[src/rtl/fgate_pkg.sv]
package fgate_pkg;

    // Next-state selector for the wrong-prediction counter
    typedef enum logic [1:0] {
        CNT_KEEP = 2'd0,
        CNT_STEP = 2'd1,
        CNT_ZERO = 2'd2,
        CNT_ONE  = 2'd3
    } cnt_op_e;

    // Next-state selector for the suspension timer
    typedef enum logic [1:0] {
        TMR_REST = 2'd0,
        TMR_LOAD = 2'd1,
        TMR_TICK = 2'd2
    } tmr_op_e;

    // Control bundle produced by the trigger decision each cycle
    typedef struct packed {
        logic    fire;
        cnt_op_e cnt_op;
        tmr_op_e tmr_op;
    } gate_ctl_t;

    function automatic cnt_op_e pick_cnt_op(input logic fire, input logic miss_evt);
        if (fire)
            return miss_evt ? CNT_ONE : CNT_ZERO;
        return miss_evt ? CNT_STEP : CNT_KEEP;
    endfunction

endpackage

[src/rtl/gate_trigger.sv]
module gate_trigger
    import fgate_pkg::*;
#(
    parameter int CNT_W = 4
) (
    input  logic [CNT_W-1:0] cnt_q,
    input  logic [CNT_W-1:0] limit,
    input  logic             busy,
    input  logic             miss_evt,
    output gate_ctl_t        ctl
);

    always_comb begin
        ctl.fire   = !busy && (cnt_q > limit);
        ctl.cnt_op = pick_cnt_op(ctl.fire, miss_evt);
        if (ctl.fire)
            ctl.tmr_op = TMR_LOAD;
        else if (busy)
            ctl.tmr_op = TMR_TICK;
        else
            ctl.tmr_op = TMR_REST;
    end

endmodule

[src/rtl/miss_counter.sv]
module miss_counter
    import fgate_pkg::*;
#(
    parameter int CNT_W = 4
) (
    input  logic             clk,
    input  logic             rst,
    input  cnt_op_e          op,
    output logic [CNT_W-1:0] cnt_q
);

    localparam logic [CNT_W-1:0] CNT_TOP = '1;

    always_ff @(posedge clk) begin
        if (rst) begin
            cnt_q <= '0;
        end else begin
            unique case (op)
                CNT_STEP: if (cnt_q != CNT_TOP) cnt_q <= cnt_q + 1'b1;
                CNT_ZERO: cnt_q <= '0;
                CNT_ONE:  cnt_q <= CNT_W'(1);
                default:  cnt_q <= cnt_q;
            endcase
        end
    end

endmodule

[src/rtl/gate_timer.sv]
module gate_timer
    import fgate_pkg::*;
#(
    parameter int LEN_W = 8
) (
    input  logic             clk,
    input  logic             rst,
    input  tmr_op_e          op,
    input  logic [LEN_W-1:0] len,
    output logic [LEN_W-1:0] tmr_q,
    output logic             busy
);

    always_ff @(posedge clk) begin
        if (rst) begin
            tmr_q <= '0;
        end else begin
            unique case (op)
                TMR_LOAD: tmr_q <= len;
                TMR_TICK: tmr_q <= tmr_q - 1'b1;
                default:  tmr_q <= tmr_q;
            endcase
        end
    end

    assign busy = (tmr_q != '0);

endmodule

[src/rtl/fetch_gate_ctrl.sv]
module fetch_gate_ctrl
    import fgate_pkg::*;
#(
    parameter int CNT_W = 4,
    parameter int LEN_W = 8
) (
    input  logic             clk,
    input  logic             rst,
    input  logic             br_done,
    input  logic             br_wrong,
    input  logic [CNT_W-1:0] miss_limit,
    input  logic [LEN_W-1:0] hold_len,
    output logic             fetch_en,
    output logic             gate_active
);

    logic             miss_evt;
    logic [CNT_W-1:0] cnt_q;
    logic [LEN_W-1:0] tmr_q;
    logic             busy;
    logic             fire;
    gate_ctl_t        ctl;

    assign miss_evt = br_done & br_wrong;

    gate_trigger #(.CNT_W(CNT_W)) u_trig (
        .cnt_q    (cnt_q),
        .limit    (miss_limit),
        .busy     (busy),
        .miss_evt (miss_evt),
        .ctl      (ctl)
    );

    assign fire = ctl.fire;

    miss_counter #(.CNT_W(CNT_W)) u_cnt (
        .clk   (clk),
        .rst   (rst),
        .op    (ctl.cnt_op),
        .cnt_q (cnt_q)
    );

    gate_timer #(.LEN_W(LEN_W)) u_tmr (
        .clk   (clk),
        .rst   (rst),
        .op    (ctl.tmr_op),
        .len   (hold_len),
        .tmr_q (tmr_q),
        .busy  (busy)
    );

    assign fetch_en    = !busy;
    assign gate_active = busy;

endmodule

[config.mk]
export PLATFORM = sky130hd
export DESIGN_NAME = fetch_gate_ctrl
export DESIGN_NICKNAME = d
export VERILOG_FILES = /design/src/rtl/fgate_pkg.sv /design/src/rtl/gate_trigger.sv /design/src/rtl/miss_counter.sv /design/src/rtl/gate_timer.sv /design/src/rtl/fetch_gate_ctrl.sv
export SDC_FILE = /design/constraint.sdc
export NUM_CORES = 1
export LEC_CHECK = 0
export ABC_AREA = 0
export BUFFER_PORTS_ARGS = -buffer_cell sky130_fd_sc_hd__buf_2
export CAP_MARGIN = 20
export CORE_UTILIZATION = 50
export DETAILED_ROUTE_END_ITERATION = 6
export PLACE_DENSITY = 0.7
export SLEW_MARGIN = 20
export SYNTH_ARGS = -nofsm -noshare
export SYNTH_HDL_FRONTEND = slang
export SYNTH_HIERARCHICAL = 1
export SYNTH_SLANG_ARGS = --single-unit
[constraint.sdc]
create_clock -name clk -period 3.15 [get_ports clk]
set_input_delay 0.315 -clock clk [delete_from_list [all_inputs] [get_ports clk]]
set_output_delay 0.315 -clock clk [all_outputs]
set_load 0.05 [all_outputs]
==> Word-level counts from Yosys, hierarchy flattened <==
Index checks and enable logic that the tools add are counted.
{ "totals": {"register_bits": 12, "in_bits": 16, "output_inout_bits": 2} }
{ "classes": {"add_sub_neg": 2, "n_lt_le_gt_ge": 1, "eq_ne": 7, "n_mux": 10, "bitwise": 1, "n_reduce_logical": 6} }
{ "ops": {"columns": ["operator", "count"], "rows": [
  ["$pmux W8 S2", 1],
  ["$pmux W4 S3", 1],
  ["$mux W2", 4],
  ["$reduce_bool A8 Y1", 1],
  ["$sub A8 B1 Y8 const B", 1],
  ["$eq A2 B2 Y1 const B", 3],
  ["$add A4 B1 Y4 const B", 1],
  ["$eq A2 B1 Y1 const B", 2],
  ["$gt A4 B4 Y1", 1],
  ["$mux W4", 1],
  ["$ne A4 B4 Y1 const B", 1],
  ["$mux W1", 3],
  ["$reduce_bool A3 Y1", 1],
  ["$ne A2 B1 Y1 const B", 1],
  ["$reduce_and A2 Y1", 1],
  ["$reduce_bool A2 Y1", 1],
  ["$and A1 B1 Y1", 1],
  ["$logic_and A1 B1 Y1", 1],
  ["$logic_not A1 Y1", 1]
]} }

==> Depth between registers and ports, before layout <==
Gate-level depths: netlist (run 1).
{ "depth": {"word_depth": 8, "ltp_mapped": 12, "mapped_depth_nobuf": 10} }

==> By module <==
The synthesis (run 1) kept the hierarchy.
{ "by_module_without_submodules": {"columns": ["mod", "instances", "cells_per_inst", "area_each_um2"], "rows": [
  ["gate_timer", 1, 65, 521.8],
  ["miss_counter", 1, 24, 200.2],
  ["gate_trigger", 1, 17, 141.4],
  ["fetch_gate_ctrl", 1, 2, 10.0]
]} }

==> Least setup slack after synthesis (run 1) <==
Ideal clock, no wire load.
{ "synth_path": {"path_type": "register to register", "startpoint": "register u_tmr.tmr_q[4]", "endpoint": "register u_tmr.tmr_q[4]", "setup_time_ps": 74, "t_arrival_ps": 2818, "t_required_ps": 3076, "slack_ps": 258, "stages_incl_launch_ff": 10, "n_path_buf": 1, "cell_sequence": "dfxtp_1 > nor4_1 > nand3_1 > a41o_1 > a21oi_2 > inv_1 > ha_1 > clkbuf_1 > or4b_1 > a31oi_1"} }
{ "synth_lines": {"columns": ["item", "line_no", "source"], "rows": [
  ["start: declaration", "gate_timer.sv:10", "output logic [LEN_W-1:0] tmr_q,"],
  ["start signal: assignment", "gate_timer.sv:19", "TMR_LOAD: tmr_q <= len;"],
  ["start signal: assignment", "gate_timer.sv:20", "TMR_TICK: tmr_q <= tmr_q - 1'b1;"],
  ["start signal: assignment", "gate_timer.sv:21", "default: tmr_q <= tmr_q;"]
]} }

==> results of run 1 <==
-- worst reg2reg max path, stage by stage, from the launching register on --
cell,delay (ns)
dfxtp_1,0.37
nor4_1,0.39
nand3_1,0.21
a41o_1,0.26
a21oi_2,0.20
inv_1,0.07
ha_1,0.50
nor4_1,0.44
nand4_1,0.15
a31oi_1,0.19
-- layout make-up --
class,count,area [um^2]
clock buffers,4,36.3
fillers,150,589
inverters,11,41.3
multi-input cells,76,547
flip-flops and latches,12,240
well taps,16,20.0
repair buffers,17,85.1
-- power by group through the flow --
stage,logic (mW),clock network (mW),registers (mW)
floorplan,0.384,0,0.222
global placement,0.449,0,0.231
detailed placement,0.458,0,0.232
CTS,0.463,0.128,0.230
global route,0.519,0.132,0.237
finish,0.465,0.123,0.231
-- through the flow --
step	total power, mW	hold slack (ns)	util [%]	instance area (um^2)	setup WS (ns)
2_1_floorplan	0.606	0.384	-	866	0.285
3_3_place_gp	0.680	0.503	59.9	933	0.429
3_5_place_dp	0.690	0.509	59.9	933	0.341
4_1_cts	0.822	0.269	62.2	970	0.312
5_1_grt	0.889	0.299	62.2	970	0.0589
6_report	0.819	0.276	62.2	970	0.296
-- how the worst max path moves through the flow --
stage                              start              to  cells past startpoint
after floorplan           u_tmr/tmr_q[4]  u_tmr/tmr_q[4]                      9
after global placement    u_tmr/tmr_q[4]  u_tmr/tmr_q[6]                      9
after detailed placement  u_tmr/tmr_q[4]  u_tmr/tmr_q[6]                      9
after CTS                 u_tmr/tmr_q[4]  u_tmr/tmr_q[6]                      9
after global routing      u_tmr/tmr_q[4]  u_tmr/tmr_q[6]                      9
final                     u_tmr/tmr_q[4]  u_tmr/tmr_q[6]                      9
-- flip-flops by register name, summed over array words and instances (netlist names) --
name         cells
u_cnt/cnt_q      4
u_tmr/tmr_q      8
-- routing by layer --
metal / vias up / share of wire [%] / global-route usage, %
li1: 420 / - / -
met1: 383 / 45 / 27.2
met2: 13 / 52 / 41.5
met3: 2 / 2.4 / 5.00
met4: 0 / 0.76 / 7.50
met5: - / 0 / 0
==> key figures, run 1 <==
Logic synthesis
  • Post-synthesis cell count: about 110
  • Syn nets: ~130
  • Synth Warn #: 6
  • Mapped Avg Cell Area: just over 8 um^2
  • Cell area after synthesis: about 870 um^2

Die
  • Die Span X: between 40 and 50 um
  • Initial core utilization: 55.5%
  • Die ar.: 1900 um^2
  • Site Rows: 14
  • Io pins: 18
  • Die Span Y: 43.6 um
  • Core area: between 1500 and 2000 um^2

Clock tree
  • Cts bufs inserted: 3
  • Clk root buf: clkbuf_4
  • Post-CTS setup buffer count: 0
  • # hold bufs at CTS: 0
  • # resized after CTS: 0
  • CTS tree: done
  • Worst skew pair latency: between 0.2 and 0.3 ns
  • Sink Count: 12
  • Worst-path clk slew: 0.08 ns
  • CTS H-tree lvls: 1
  • Max Root-Sink Buffers: 2

Route
  • Remaining DRCs: 0
  • Routed length per instance: roughly 14 um
  • Number of DRC markers in iteration 0: 21
  • Vias per std cell: ~6
  • Final wirelength: around 1.9 mm
  • TritonRoute pass-1 iters: 4
  • Post-DRT Antenna Nets: 0
  • Vias: 818

Timing
  • Final setup fails: 0
  • Slew headroom: about 56%
  • Post-layout minimum cycle time: around 2.9 ns
  • Final hold vios: 0
  • Final Max Tran Viols: 0
  • Slew @ Worst Pin: roughly 0.65 ns
  • Peak Freq: about 350 MHz
  • Post-route setup TNS: 0 ns
  • Final period utilization: between 90 and 100%
  • Clock skew: ~0.0072 ns
  • RSZ-0062 raised after global routing: false

Critical path
  • Reg-to-reg critical path endpoint: u_tmr/tmr_q[6]
  • Critical path class: flip-flop to flip-flop
  • Most frequent CP cell: nor4_1
  • Critical Path AT: 3.06 ns
  • CP cell instances: nor4_1, nand3_1, a41o_1, a21oi_2, inv_1, ha_1, nor4_1, nand4_1, a31oi_1
  • WP data required: between 3 and 4 ns
  • Max Fanout on Critical Path: 18
  • CP Launch Type: flip-flop
  • CP Capture Type: flip-flop
  • Worst R2R Setup Slack: just under 0.3 ns
  • CP Buf/Inv Count: 1
  • RR Startpoint: u_tmr/tmr_q[4]
  • CP max stage delay: approximately 0.50 ns
  • Worst path top cell family by delay: simple AND/OR/NAND/NOR gates
  • R2r worst-path depth: 9
  • CP max-delay cell: ha_1

Power
  • Clock power frac: around 15%
  • Combinational Power Share: 56.7%
  • Sw power: about 0.38 mW
  • VDD IR max: ~670 uV
  • Power Internal: roughly 0.44 mW
  • Sequential Power Share: between 20 and 30%
  • Leak: between 0.4 and 0.5 nW
  • Power per cell area: about 840 nW/um^2
  • Sw Ratio: between 40% and 50%

Min path
  • HP Start: hold_len[7]
  • Worst Hold Path EP: u_tmr/tmr_q[7]
  • Hold-critical path depth: 3
  • Hold Crit Class: input pin to flip-flop

Global route
  • Initial antenna violation count: 0
  • Largest net degree at the start of global routing: 20
  • First-pass GRT wire length: ~3.4 mm
  • Total track usage: approximately 23%
  • GRT Residual Overflow: 0
  • Vias in the first global route: between 800 and 900

Run
  • MaxCap Viol Count: 0

Placement
  • Routability congestion estimate from global placement: 0.778
  • Placed cell count: ~130
  • PortBufs: 17
  • Hpwl dp: 1.34 mm

Finish
  • Layout cells sized above 1: between 20% and 30%
  • Most frequent cells in the layout: 17 x buf_2, 12 x dfxtp_1, 11 x inv_1
  • Commonest non-fill, non-tap cell in the layout: buf_2
  • Final Non-Filler Cells: around 140
  • Nets@finish: 145
  • Antenna cells: 0
  • P&R area growth vs syn: 12.0%

Status
  • Status: completed
Power figures use the tool's default switching activity.
==> inputs of run 2 (changes only) <==
- RECOVER_POWER: default -> 100
==> key figures, run 2 (synthesized netlist as in run 1, its figures left out) <==
Status
  • Status: completed

Global route
  • GRT Residual Overflow: 0 (unchanged)
  • Total track usage: 23.2% (unchanged)
  • First-pass GRT wire length: 3.36 mm (unchanged)
  • Initial antenna violation count: 0 (unchanged)
  • Vias in the first global route: 806 (unchanged)
  • Largest net degree at the start of global routing: 20 (unchanged)

Power
  • Clock power frac: 15.1% (about the same)
  • Power Internal: 0.438 mW (-0.93%)
  • Sw Ratio: 46.3% (+0.27 points)
  • VDD IR max: 669 uV (about the same)
  • Power per cell area: 843 nW/um^2 (-0.17%)
  • Leak: 0.410 nW (-1.3%)
  • Combinational Power Share: 56.6% (about the same)
  • Sequential Power Share: 28.3% (about the same)
  • Sw power: 0.378 mW (+0.16%)

Timing
  • Peak Freq: 349 MHz (-0.25%)
  • Final hold vios: 0 (unchanged)
  • Fin worst setup slack: 0.289 ns (-0.00721 ns)
  • Final setup fails: 0 (unchanged)
  • Post-layout minimum cycle time: 2.86 ns (+0.00721 ns)
  • Post-route setup TNS: 0 ns (unchanged)
  • Slew headroom: 56.1% (-0.13 points)
  • Slew @ Worst Pin: 0.653 ns (+0.00186 ns)
  • Final Max Tran Viols: 0 (unchanged)
  • Final period utilization: 90.8% (+0.23 points)
  • RSZ-0062 raised after global routing: false
  • Clock skew: 0.00721 ns (+0.0000331 ns)

Die
  • Die Span Y: 43.6 um (unchanged)
  • Core area: 1560 um^2 (unchanged)
  • Initial core utilization: 55.5% (unchanged)
  • Site Rows: 14 (unchanged)
  • Io pins: 18 (unchanged)
  • Die Span X: 43.6 um (unchanged)
  • Die ar.: 1900 um^2 (unchanged)

Run
  • MaxCap Viol Count: 0 (unchanged)

Finish
  • Commonest non-fill, non-tap cell in the layout: buf_2
  • Number of flip-flops in the largest register: 8 (unchanged)
  • Final Util: 62.0% (-0.16 points)
  • Reg area: 240 um^2 (unchanged)
  • # fillers: 152 (+1.3%)
  • Antenna cells: 0 (unchanged)
  • Footprint of the multi-input gates: 547 um^2 (unchanged)
  • Register with the most flip-flops: u_tmr/tmr_q
  • Layout cells sized above 1: 18.3% (-1.7 points)
  • Nets@finish: 145 (unchanged)
  • Most frequent cells in the layout: 15 x buf_2, 12 x dfxtp_1, 11 x inv_1
  • P&R area growth vs syn: 11.7%
  • Leading registers by flop count: u_tmr/tmr_q: 8 flops, u_cnt/cnt_q: 4 flops

Route
  • Post-DRT Antenna Nets: 0 (unchanged)
  • Vias per std cell: 6.01 (-0.12%)
  • Final wirelength: 1.85 mm (unchanged)
  • TritonRoute pass-1 iters: 4 (unchanged)
  • Routed length per instance: 13.6 um (unchanged)
  • Vias: 817 (-0.12%)
  • Remaining DRCs: 0 (unchanged)
  • Number of DRC markers in iteration 0: 21 (unchanged)

Placement
  • Routability congestion estimate from global placement: 0.778 (unchanged)
  • PortBufs: 17 (unchanged)
  • Hpwl dp: 1.34 mm (unchanged)
  • Pre-CTS setup slack: 0.341 ns (unchanged)

Critical path
  • Max Fanout on Critical Path: 18 (unchanged)
  • CP Capture Type: flip-flop
  • Worst path top cell family by delay: simple AND/OR/NAND/NOR gates
  • WP data required: 3.36 ns (about the same)
  • CP max-delay cell: ha_1
  • Most frequent CP cell: nor4_1
  • Critical Path AT: 3.07 ns (about the same)
  • Critical path class: flip-flop to flip-flop
  • CP cell instances: nor4_1, nand3_1, a41o_1, a21oi_2, inv_1, ha_1, nor4_1, nand4_1, a31oi_1
  • CP max stage delay: 0.50 ns (about the same)
  • CP Launch Type: flip-flop
  • CP Buf/Inv Count: 1 (unchanged)

Clock tree
  • Clk root buf: clkbuf_4
  • # resized after CTS: 0 (unchanged)
  • Worst skew pair latency: 0.27 ns (about the same)
  • CTS tree: done
  • Cts bufs inserted: 3 (unchanged)
  • Worst-path clk slew: 0.08 ns (about the same)
  • CTS H-tree lvls: 1 (unchanged)
  • Max Root-Sink Buffers: 2 (unchanged)
  • Sink Count: 12 (unchanged)
  • # hold bufs at CTS: 0 (unchanged)
  • Post-CTS setup buffer count: 0 (unchanged)

Min path
  • Hold Crit Class: input pin to flip-flop
## run 2: path summary, 6_finish.rpt
path | startpoint | to | slack [ns] | cells past startpoint
max reg2reg | u_tmr/tmr_q[4] | u_tmr/tmr_q[6] | 0.29 | 9
min reg2reg | u_tmr/tmr_q[1] | u_tmr/tmr_q[1] | 0.53 | 2
min | hold_len[7] | u_tmr/tmr_q[7] | 0.28 | 3
max | u_tmr/tmr_q[4] | u_tmr/tmr_q[6] | 0.29 | 9
## run 2: routing by layer
layer	GRT usage (%)	share of wire, %	vias to the layer above	routed length (um)
li1	-	-	419	-
met4	7.50	0.76	0	14
met3	5.00	3.5	2	64
met2	41.5	52	17	955
met1	27.2	44	379	816
met5	0	0	-	0
## run 2: through the flow
step | instances | power (mW) | hold slack (ns) | instance area [um^2]
2_1_floorplan | 107 | 0.606 | 0.384 | 866
3_3_place_gp | 132 | 0.680 | 0.503 | 933
3_5_place_dp | 132 | 0.690 | 0.509 | 933
4_1_cts | 136 | 0.822 | 0.269 | 970
5_1_grt | 136 | 0.885 | 0.299 | 967
6_report | 136 | 0.816 | 0.276 | 967
## run 2: layout make-up
cell class	instances	area share, %
clock buffer	4	3.75
multi-input combinational	76	56.5
timing repair buffer	17	8.54
sequential	12	24.8
inverter	11	4.27
tap	16	2.07
## run 2: worst min-delay path, stage by stage
cell and delay (ns):
buf_2 0.07, nand3b_1 0.07, nand3_1 0.06
## run 2: power by group through the flow
stage                     Sequential, mW  Clock (mW)  Combinational, mW
final                              0.231       0.123              0.461
after global routing               0.237       0.132              0.516
after CTS                          0.230       0.128              0.463
after detailed placement           0.232           0              0.458
after global placement             0.231           0              0.449
after floorplan                    0.222           0              0.384
